--- src/rtl/mreq_split_pkg.sv ---
package mreq_split_pkg;

  // strobes from control into the datapath
  typedef struct packed {
    logic load;     // capture a new request
    logic advance;  // current piece handed off
  } split_strobe_t;

  // status from the datapath back to control
  typedef struct packed {
    logic isWrite;
    logic lastPiece;
  } split_status_t;

endpackage

--- src/rtl/mreq_split_ctrl.sv ---
module mreq_split_ctrl
  import mreq_split_pkg::*;
(
  input  logic          clk,
  input  logic          rstN,
  input  logic          reqValid,
  input  logic          reqEmpty,
  input  logic          subReady,
  input  logic          rbAvail,
  input  split_status_t status,
  output logic          reqReady,
  output logic          subValid,
  output logic          rbReserve,
  output split_strobe_t strobe
);

  logic busy;

  always_comb begin
    reqReady       = !busy;
    subValid       = busy && (status.isWrite || rbAvail);
    strobe.load    = reqValid && !busy;
    strobe.advance = subValid && subReady;
    rbReserve      = strobe.advance && !status.isWrite;
  end

  always_ff @(posedge clk) begin
    if (!rstN) begin
      busy <= 1'b0;
    end else if (strobe.load) begin
      busy <= !reqEmpty;
    end else if (strobe.advance && status.lastPiece) begin
      busy <= 1'b0;
    end
  end

endmodule

--- src/rtl/mreq_split_dp.sv ---
module mreq_split_dp
  import mreq_split_pkg::*;
#(
  parameter int ADDR_W   = 28,
  parameter int ID_W     = 8,
  parameter int LEN_W    = 5,
  parameter int BURST_LG = 5,
  parameter int GRAN_LG  = 3,
  parameter int CH_W     = 3,
  parameter int BANK_W   = 3,
  parameter int ROW_W    = 8,
  parameter int SEQ_W    = 3,
  localparam int BA_W    = ADDR_W - BURST_LG,
  localparam int CNT_W   = GRAN_LG + 1,
  localparam int COLHI_W = BA_W - GRAN_LG - CH_W - BANK_W - ROW_W,
  localparam int COL_W   = COLHI_W + GRAN_LG
) (
  input  logic               clk,
  input  logic               rstN,
  input  split_strobe_t      strobe,
  input  logic [ID_W-1:0]    reqId,
  input  logic               reqWrite,
  input  logic [ADDR_W-1:0]  reqAddr,
  input  logic [LEN_W-1:0]   reqBursts,
  output split_status_t      status,
  output logic [CH_W-1:0]    subChannel,
  output logic [ID_W-1:0]    subId,
  output logic [SEQ_W-1:0]   subSeq,
  output logic               subWrite,
  output logic [BANK_W-1:0]  subBank,
  output logic [ROW_W-1:0]   subRow,
  output logic [COL_W-1:0]   subCol,
  output logic [CNT_W-1:0]   subBursts
);

  localparam int CH_LO    = GRAN_LG;
  localparam int BANK_LO  = CH_LO + CH_W;
  localparam int COLHI_LO = BANK_LO + BANK_W;
  localparam int ROW_LO   = COLHI_LO + COLHI_W;
  localparam int GRAN     = 1 << GRAN_LG;

  logic [BA_W-1:0]  burstAddr;
  logic [LEN_W-1:0] remain;
  logic [ID_W-1:0]  idReg;
  logic [SEQ_W-1:0] seqReg;
  logic             wrReg;

  logic [CNT_W-1:0] granLeft;
  logic [CNT_W-1:0] pieceLen;
  logic             tailFits;

  always_comb begin
    granLeft  = CNT_W'(GRAN) - {1'b0, burstAddr[GRAN_LG-1:0]};
    tailFits  = remain <= LEN_W'(granLeft);
    pieceLen  = tailFits ? CNT_W'(remain) : granLeft;

    status.isWrite   = wrReg;
    status.lastPiece = tailFits;

    subChannel = burstAddr[CH_LO +: CH_W];
    subBank    = burstAddr[BANK_LO +: BANK_W];
    subRow     = burstAddr[ROW_LO +: ROW_W];
    subCol     = {burstAddr[COLHI_LO +: COLHI_W], burstAddr[GRAN_LG-1:0]};
    subBursts  = pieceLen;
    subId      = idReg;
    subSeq     = seqReg;
    subWrite   = wrReg;
  end

  always_ff @(posedge clk) begin
    if (!rstN) begin
      burstAddr <= '0;
      remain    <= '0;
      idReg     <= '0;
      seqReg    <= '0;
      wrReg     <= 1'b0;
    end else if (strobe.load) begin
      burstAddr <= reqAddr[ADDR_W-1:BURST_LG];
      remain    <= reqBursts;
      idReg     <= reqId;
      seqReg    <= '0;
      wrReg     <= reqWrite;
    end else if (strobe.advance) begin
      burstAddr <= burstAddr + BA_W'(pieceLen);
      remain    <= remain - LEN_W'(pieceLen);
      seqReg    <= seqReg + 1'b1;
    end
  end

endmodule

--- src/rtl/memreq_splitter.sv ---
module memreq_splitter
  import mreq_split_pkg::*;
#(
  parameter int ADDR_W   = 28,
  parameter int ID_W     = 8,
  parameter int LEN_W    = 5,
  parameter int BURST_LG = 5,
  parameter int GRAN_LG  = 3,
  parameter int CH_W     = 3,
  parameter int BANK_W   = 3,
  parameter int ROW_W    = 8,
  localparam int BA_W       = ADDR_W - BURST_LG,
  localparam int CNT_W      = GRAN_LG + 1,
  localparam int COLHI_W    = BA_W - GRAN_LG - CH_W - BANK_W - ROW_W,
  localparam int COL_W      = COLHI_W + GRAN_LG,
  localparam int MAX_PIECES = ((1 << LEN_W) - 2) / (1 << GRAN_LG) + 2,
  localparam int SEQ_W      = $clog2(MAX_PIECES)
) (
  input  logic              clk,
  input  logic              rstN,
  input  logic              reqValid,
  output logic              reqReady,
  input  logic [ID_W-1:0]   reqId,
  input  logic              reqWrite,
  input  logic [ADDR_W-1:0] reqAddr,
  input  logic [LEN_W-1:0]  reqBursts,
  output logic              subValid,
  input  logic              subReady,
  output logic [CH_W-1:0]   subChannel,
  output logic [ID_W-1:0]   subId,
  output logic [SEQ_W-1:0]  subSeq,
  output logic              subWrite,
  output logic [BANK_W-1:0] subBank,
  output logic [ROW_W-1:0]  subRow,
  output logic [COL_W-1:0]  subCol,
  output logic [CNT_W-1:0]  subBursts,
  input  logic              rbAvail,
  output logic              rbReserve
);

  split_strobe_t strobe;
  split_status_t status;

  mreq_split_ctrl u_ctrl (
    .clk      (clk),
    .rstN     (rstN),
    .reqValid (reqValid),
    .reqEmpty (reqBursts == '0),
    .subReady (subReady),
    .rbAvail  (rbAvail),
    .status   (status),
    .reqReady (reqReady),
    .subValid (subValid),
    .rbReserve(rbReserve),
    .strobe   (strobe)
  );

  mreq_split_dp #(
    .ADDR_W  (ADDR_W),
    .ID_W    (ID_W),
    .LEN_W   (LEN_W),
    .BURST_LG(BURST_LG),
    .GRAN_LG (GRAN_LG),
    .CH_W    (CH_W),
    .BANK_W  (BANK_W),
    .ROW_W   (ROW_W),
    .SEQ_W   (SEQ_W)
  ) u_dp (
    .clk       (clk),
    .rstN      (rstN),
    .strobe    (strobe),
    .reqId     (reqId),
    .reqWrite  (reqWrite),
    .reqAddr   (reqAddr),
    .reqBursts (reqBursts),
    .status    (status),
    .subChannel(subChannel),
    .subId     (subId),
    .subSeq    (subSeq),
    .subWrite  (subWrite),
    .subBank   (subBank),
    .subRow    (subRow),
    .subCol    (subCol),
    .subBursts (subBursts)
  );

endmodule

--- config.mk ---
export PLATFORM = sky130hd
export DESIGN_NAME = memreq_splitter
export DESIGN_NICKNAME = d
export VERILOG_FILES = /design/src/rtl/mreq_split_pkg.sv /design/src/rtl/mreq_split_ctrl.sv /design/src/rtl/mreq_split_dp.sv /design/src/rtl/memreq_splitter.sv
export SDC_FILE = /design/constraint.sdc
export NUM_CORES = 1
export LEC_CHECK = 0
export ABC_AREA = 1
export BUFFER_PORTS_ARGS = -buffer_cell sky130_fd_sc_hd__buf_4
export CORE_MARGIN = 2
export CORE_UTILIZATION = 55
export CTS_CLUSTER_DIAMETER = 150
export CTS_CLUSTER_SIZE = 14
export DETAILED_ROUTE_END_ITERATION = 7
export PLACE_DENSITY = 0.95
export SLEW_MARGIN = 20
export SYNTH_ARGS = -nofsm -noshare
export SYNTH_HDL_FRONTEND = slang
export SYNTH_SLANG_ARGS = --single-unit
--- constraint.sdc ---
create_clock -name clk -period 6.9 [get_ports clk]
set_input_delay 0.345 -clock clk [delete_from_list [all_inputs] [get_ports clk]]
set_output_delay 0.345 -clock clk [all_outputs]
set_load 0.05 [all_outputs]
==> key figures <==
Route
  • Vias per cell: 5.50
  • First-pass detailed-route iteration total: 5
  • DRT Wirelength: 7.67 mm
  • Vias after detailed routing: 3179
  • Remaining antenna violation count: 0
  • WL/cell: ~13 um
  • Initial DRC count: 316
  • Drt drc: 0

Timing
  • Worst slew pin tran: 783 ps
  • Rel. slew slack: 0.477
  • Final setup vio count: 0
  • Max-slew violation count: 0
  • Fmax achieved: about 0.27 GHz
  • Worst Skew: 9.96 ps
  • Worst setup margin: 3200 ps
  • Endpoints failing hold: 0
  • Final min period: 3700 ps
  • Period utilization: 0.536
  • Unrepaired setup endpoints after global routing: false
  • Setup TNS: 0 ps

GRT
  • Vias in the first global route: a little over 3000
  • Initial antenna violation count: 0
  • Largest net degree at the start of global routing: 39
  • Global-route wire length before repair: 12.3 mm
  • Grt ovf: 0
  • Total GRT Usage: 0.279

Clocking
  • Clock root cell: clkbuf_8
  • CTS H-tree depth: 2
  • Clk sinks: 41
  • CTS Buf Count: 5
  • Post-CTS setup repair buffer count: 0
  • Clk_lat worst skew: about 300 ps
  • # hold bufs at CTS: 0
  • Post-CTS sizing: 0
  • Clock transition at path regs: about 80 ps
  • Clk buf depth: 2
  • CTS tree: done

Layout
  • Layout cells sized above 1: 0.223
  • Sequential Area: 821 um^2
  • Area Growth Syn to Fin: 25.1%
  • Diode count: 0
  • Area of the multi-input gates: 0.00168 mm^2
  • Layout fillers: 395
  • Post-layout net count: 573
  • Final Util: 0.725

Floorplan
  • Die area: between 0.005 and 0.006 mm^2
  • Core Region: 0.00482 mm^2
  • I/O pin total: between 80 and 90
  • Die W: around 75 um
  • Initial core utilization: 0.580
  • Rows: 25
  • Die span in y: around 75 um

Worst setup path
  • Req. time, crit path: 7060 ps
  • Path depth of the worst reg2reg path: 19
  • Arr. time, crit path: 3860 ps
  • Largest stage delay on the critical path: 510 ps
  • Instance count on the critical path: 19
  • Critical Path Sink Type: flop
  • Top Family by Delay on Critical Path: compound AO/OA/AOI/OAI gates
  • Slowest cell on the critical path: o21ai_1
  • Critical path buffer and inverter count: 2
  • Critical setup path kind: reg2reg
  • Most common cell type on the critical path: nand2_1
  • Worst setup path start: u_dp.burstAddr[1]$_SDFFE_PN0P_
  • Reg2reg start: u_dp.burstAddr[1]$_SDFFE_PN0P_
  • Max FO, Critical Path: 9
  • Worst setup SP type: flop
  • Worst path cell trace: inv_1 > ha_1 > inv_1 > ha_1 > nand2_1 > o211ai_1 > nand2_1 > nand2_1 > nand2_2 > o21ai_1 > ha_1 > nand3_1 > nand3_1 > nand2_1 > o21ai_0 > nand2_1 > nand2_1 > o21ai_0 > a21oi_1

Job
  • Maxcap violations: 0

Min path
  • Worst min-delay path class: in2reg
  • Hold Startpoint: reqId[0]
  • Hold Path Stages: 3

Logic synthesis
  • Share of Yosys cell area claimed by the top area cell type: 0.294
  • Count leader, synth: nand2_1
  • Synthesized cell area: 0.00279 mm^2
  • #FFs+latches synth: 41
  • Post-synthesis cell count: ~440
  • Synth Flop Type: dfxtp_1
  • Post-Syn Nets: 499
  • Ys async rst share: 0
  • Seq/Total Area, Yosys: 0.294
  • Post-synth EDFFs: 0
  • Yosys cell types: 35
  • Avg Inst Size Synth: around 6.4 um^2
  • Area contributors post-synth: dfxtp_1, nand2_1, inv_1, ha_1, nand3_1
  • Synth warnings: 0
  • Synth top cells by count: nand2_1, inv_1, nor2_1, dfxtp_1, nand3_1
  • Synth area leader: dfxtp_1

Run status
  • Status: completed

Place
  • Place WS: around 3300 ps
  • Port Buffers: 83
  • DP HPWL: 5.72 mm
  • Gpl congestion: 0.915

Power
  • Power per cell area: 230 mW/mm^2
  • Total power: 0.805 mW
  • Worst vdd ir: around 0.00021 V
  • Leakage power: 1.58 nW
-- layout make-up --
type                            count  area share
Multi-Input combinational cell    326       0.481
Sequential cell                    41       0.235
Clock inverter                      3     0.00501
Timing Repair Buffer               83       0.178
Clock buffer                        5      0.0197
Inverter                           53      0.0569
Tap cell                           67      0.0240
-- layer usage --
layer	share of wire	global-route usage
met5	0	0
met4	0.010	0.101
met2	0.50	0.498
met1	0.40	0.329
met3	0.083	0.0589
-- placed cells by master, fill, tap and decap left out, types with 2 or more instances in the layout --
| cell | count |
|---|---|
| nor3_1 | 10 |
| o21ai_1 | 6 |
| dfxtp_1 | 41 |
| ha_1 | 14 |
| o21ai_0 | 33 |
| xor2_1 | 3 |
| a31oi_1 | 11 |
| o211ai_1 | 5 |
| nor2_1 | 43 |
| fa_1 | 2 |
| clkinv_2 | 2 |
| inv_2 | 6 |
| inv_1 | 47 |
| nand3_1 | 34 |
| nor3_2 | 2 |
| buf_4 | 83 |
| a21oi_1 | 24 |
| nand2_1 | 115 |
| nor2_2 | 3 |
| nand2_2 | 6 |
| xnor2_1 | 2 |
| clkbuf_8 | 5 |
| nor2_4 | 3 |
-- cell families (layout without fill, tap and decap cells) --
group                      count (synthesis)  in the layout  synth area share
and+or+nand+nor                          222            222             0.347
AOI/OAI and AO/OA                         83             83             0.163
buffers and inverters                     69            144             0.104
DFF                                       41             41             0.294
adders and majority gates                 16             16            0.0771
xor gates and xnor gates                   5              5            0.0157
-- flip-flops by register name, indices dropped and copies added (netlist names) --
signal and cells:
u_ctrl.busy 1, u_dp.burstAddr 23, u_dp.remain 5, u_dp.subId 8, u_dp.subSeq 3, u_dp.subWrite 1
-- final timing paths --
| kind | end | slack (ps) |
|---|---|---|
| worst max-delay path | u_dp.burstAddr[7]$_SDFFE_PN0P_ | 3200 |
| worst max register to register | u_dp.burstAddr[7]$_SDFFE_PN0P_ | 3200 |
| worst min register to register | u_ctrl.busy$_SDFFE_PN0P_ | 490 |
| worst min-delay path | u_dp.subId[0]$_SDFFE_PN0P_ | 300 |
-- worst reg2reg max path: cells and delay by family (launching register included) --
family          cells  cell delay [ps]
compound gates      5             1180
buf+inv             2              130
simple gates        9              870
fa+ha+maj           3              930
flops               1              470
-- metrics by stage --
| step | area [um^2] | hold slack, ps | cells |
|---|---|---|---|
| 4_1_cts | 3490 | 297 | 578 |
| 6_report | 3490 | 298 | 578 |
| 5_1_grt | 3490 | 318 | 578 |
| 2_1_floorplan | 2790 | 451 | 436 |
| 3_5_place_dp | 3410 | 472 | 570 |
| 3_3_place_gp | 3410 | 463 | 570 |
-- power by group --
group	switching (mW)	internal [mW]
sequential	0.0240	0.257
combinational	0.242	0.123
clock	0.0887	0.0699
total	0.355	0.450
(Power assumes the default switching activity.)
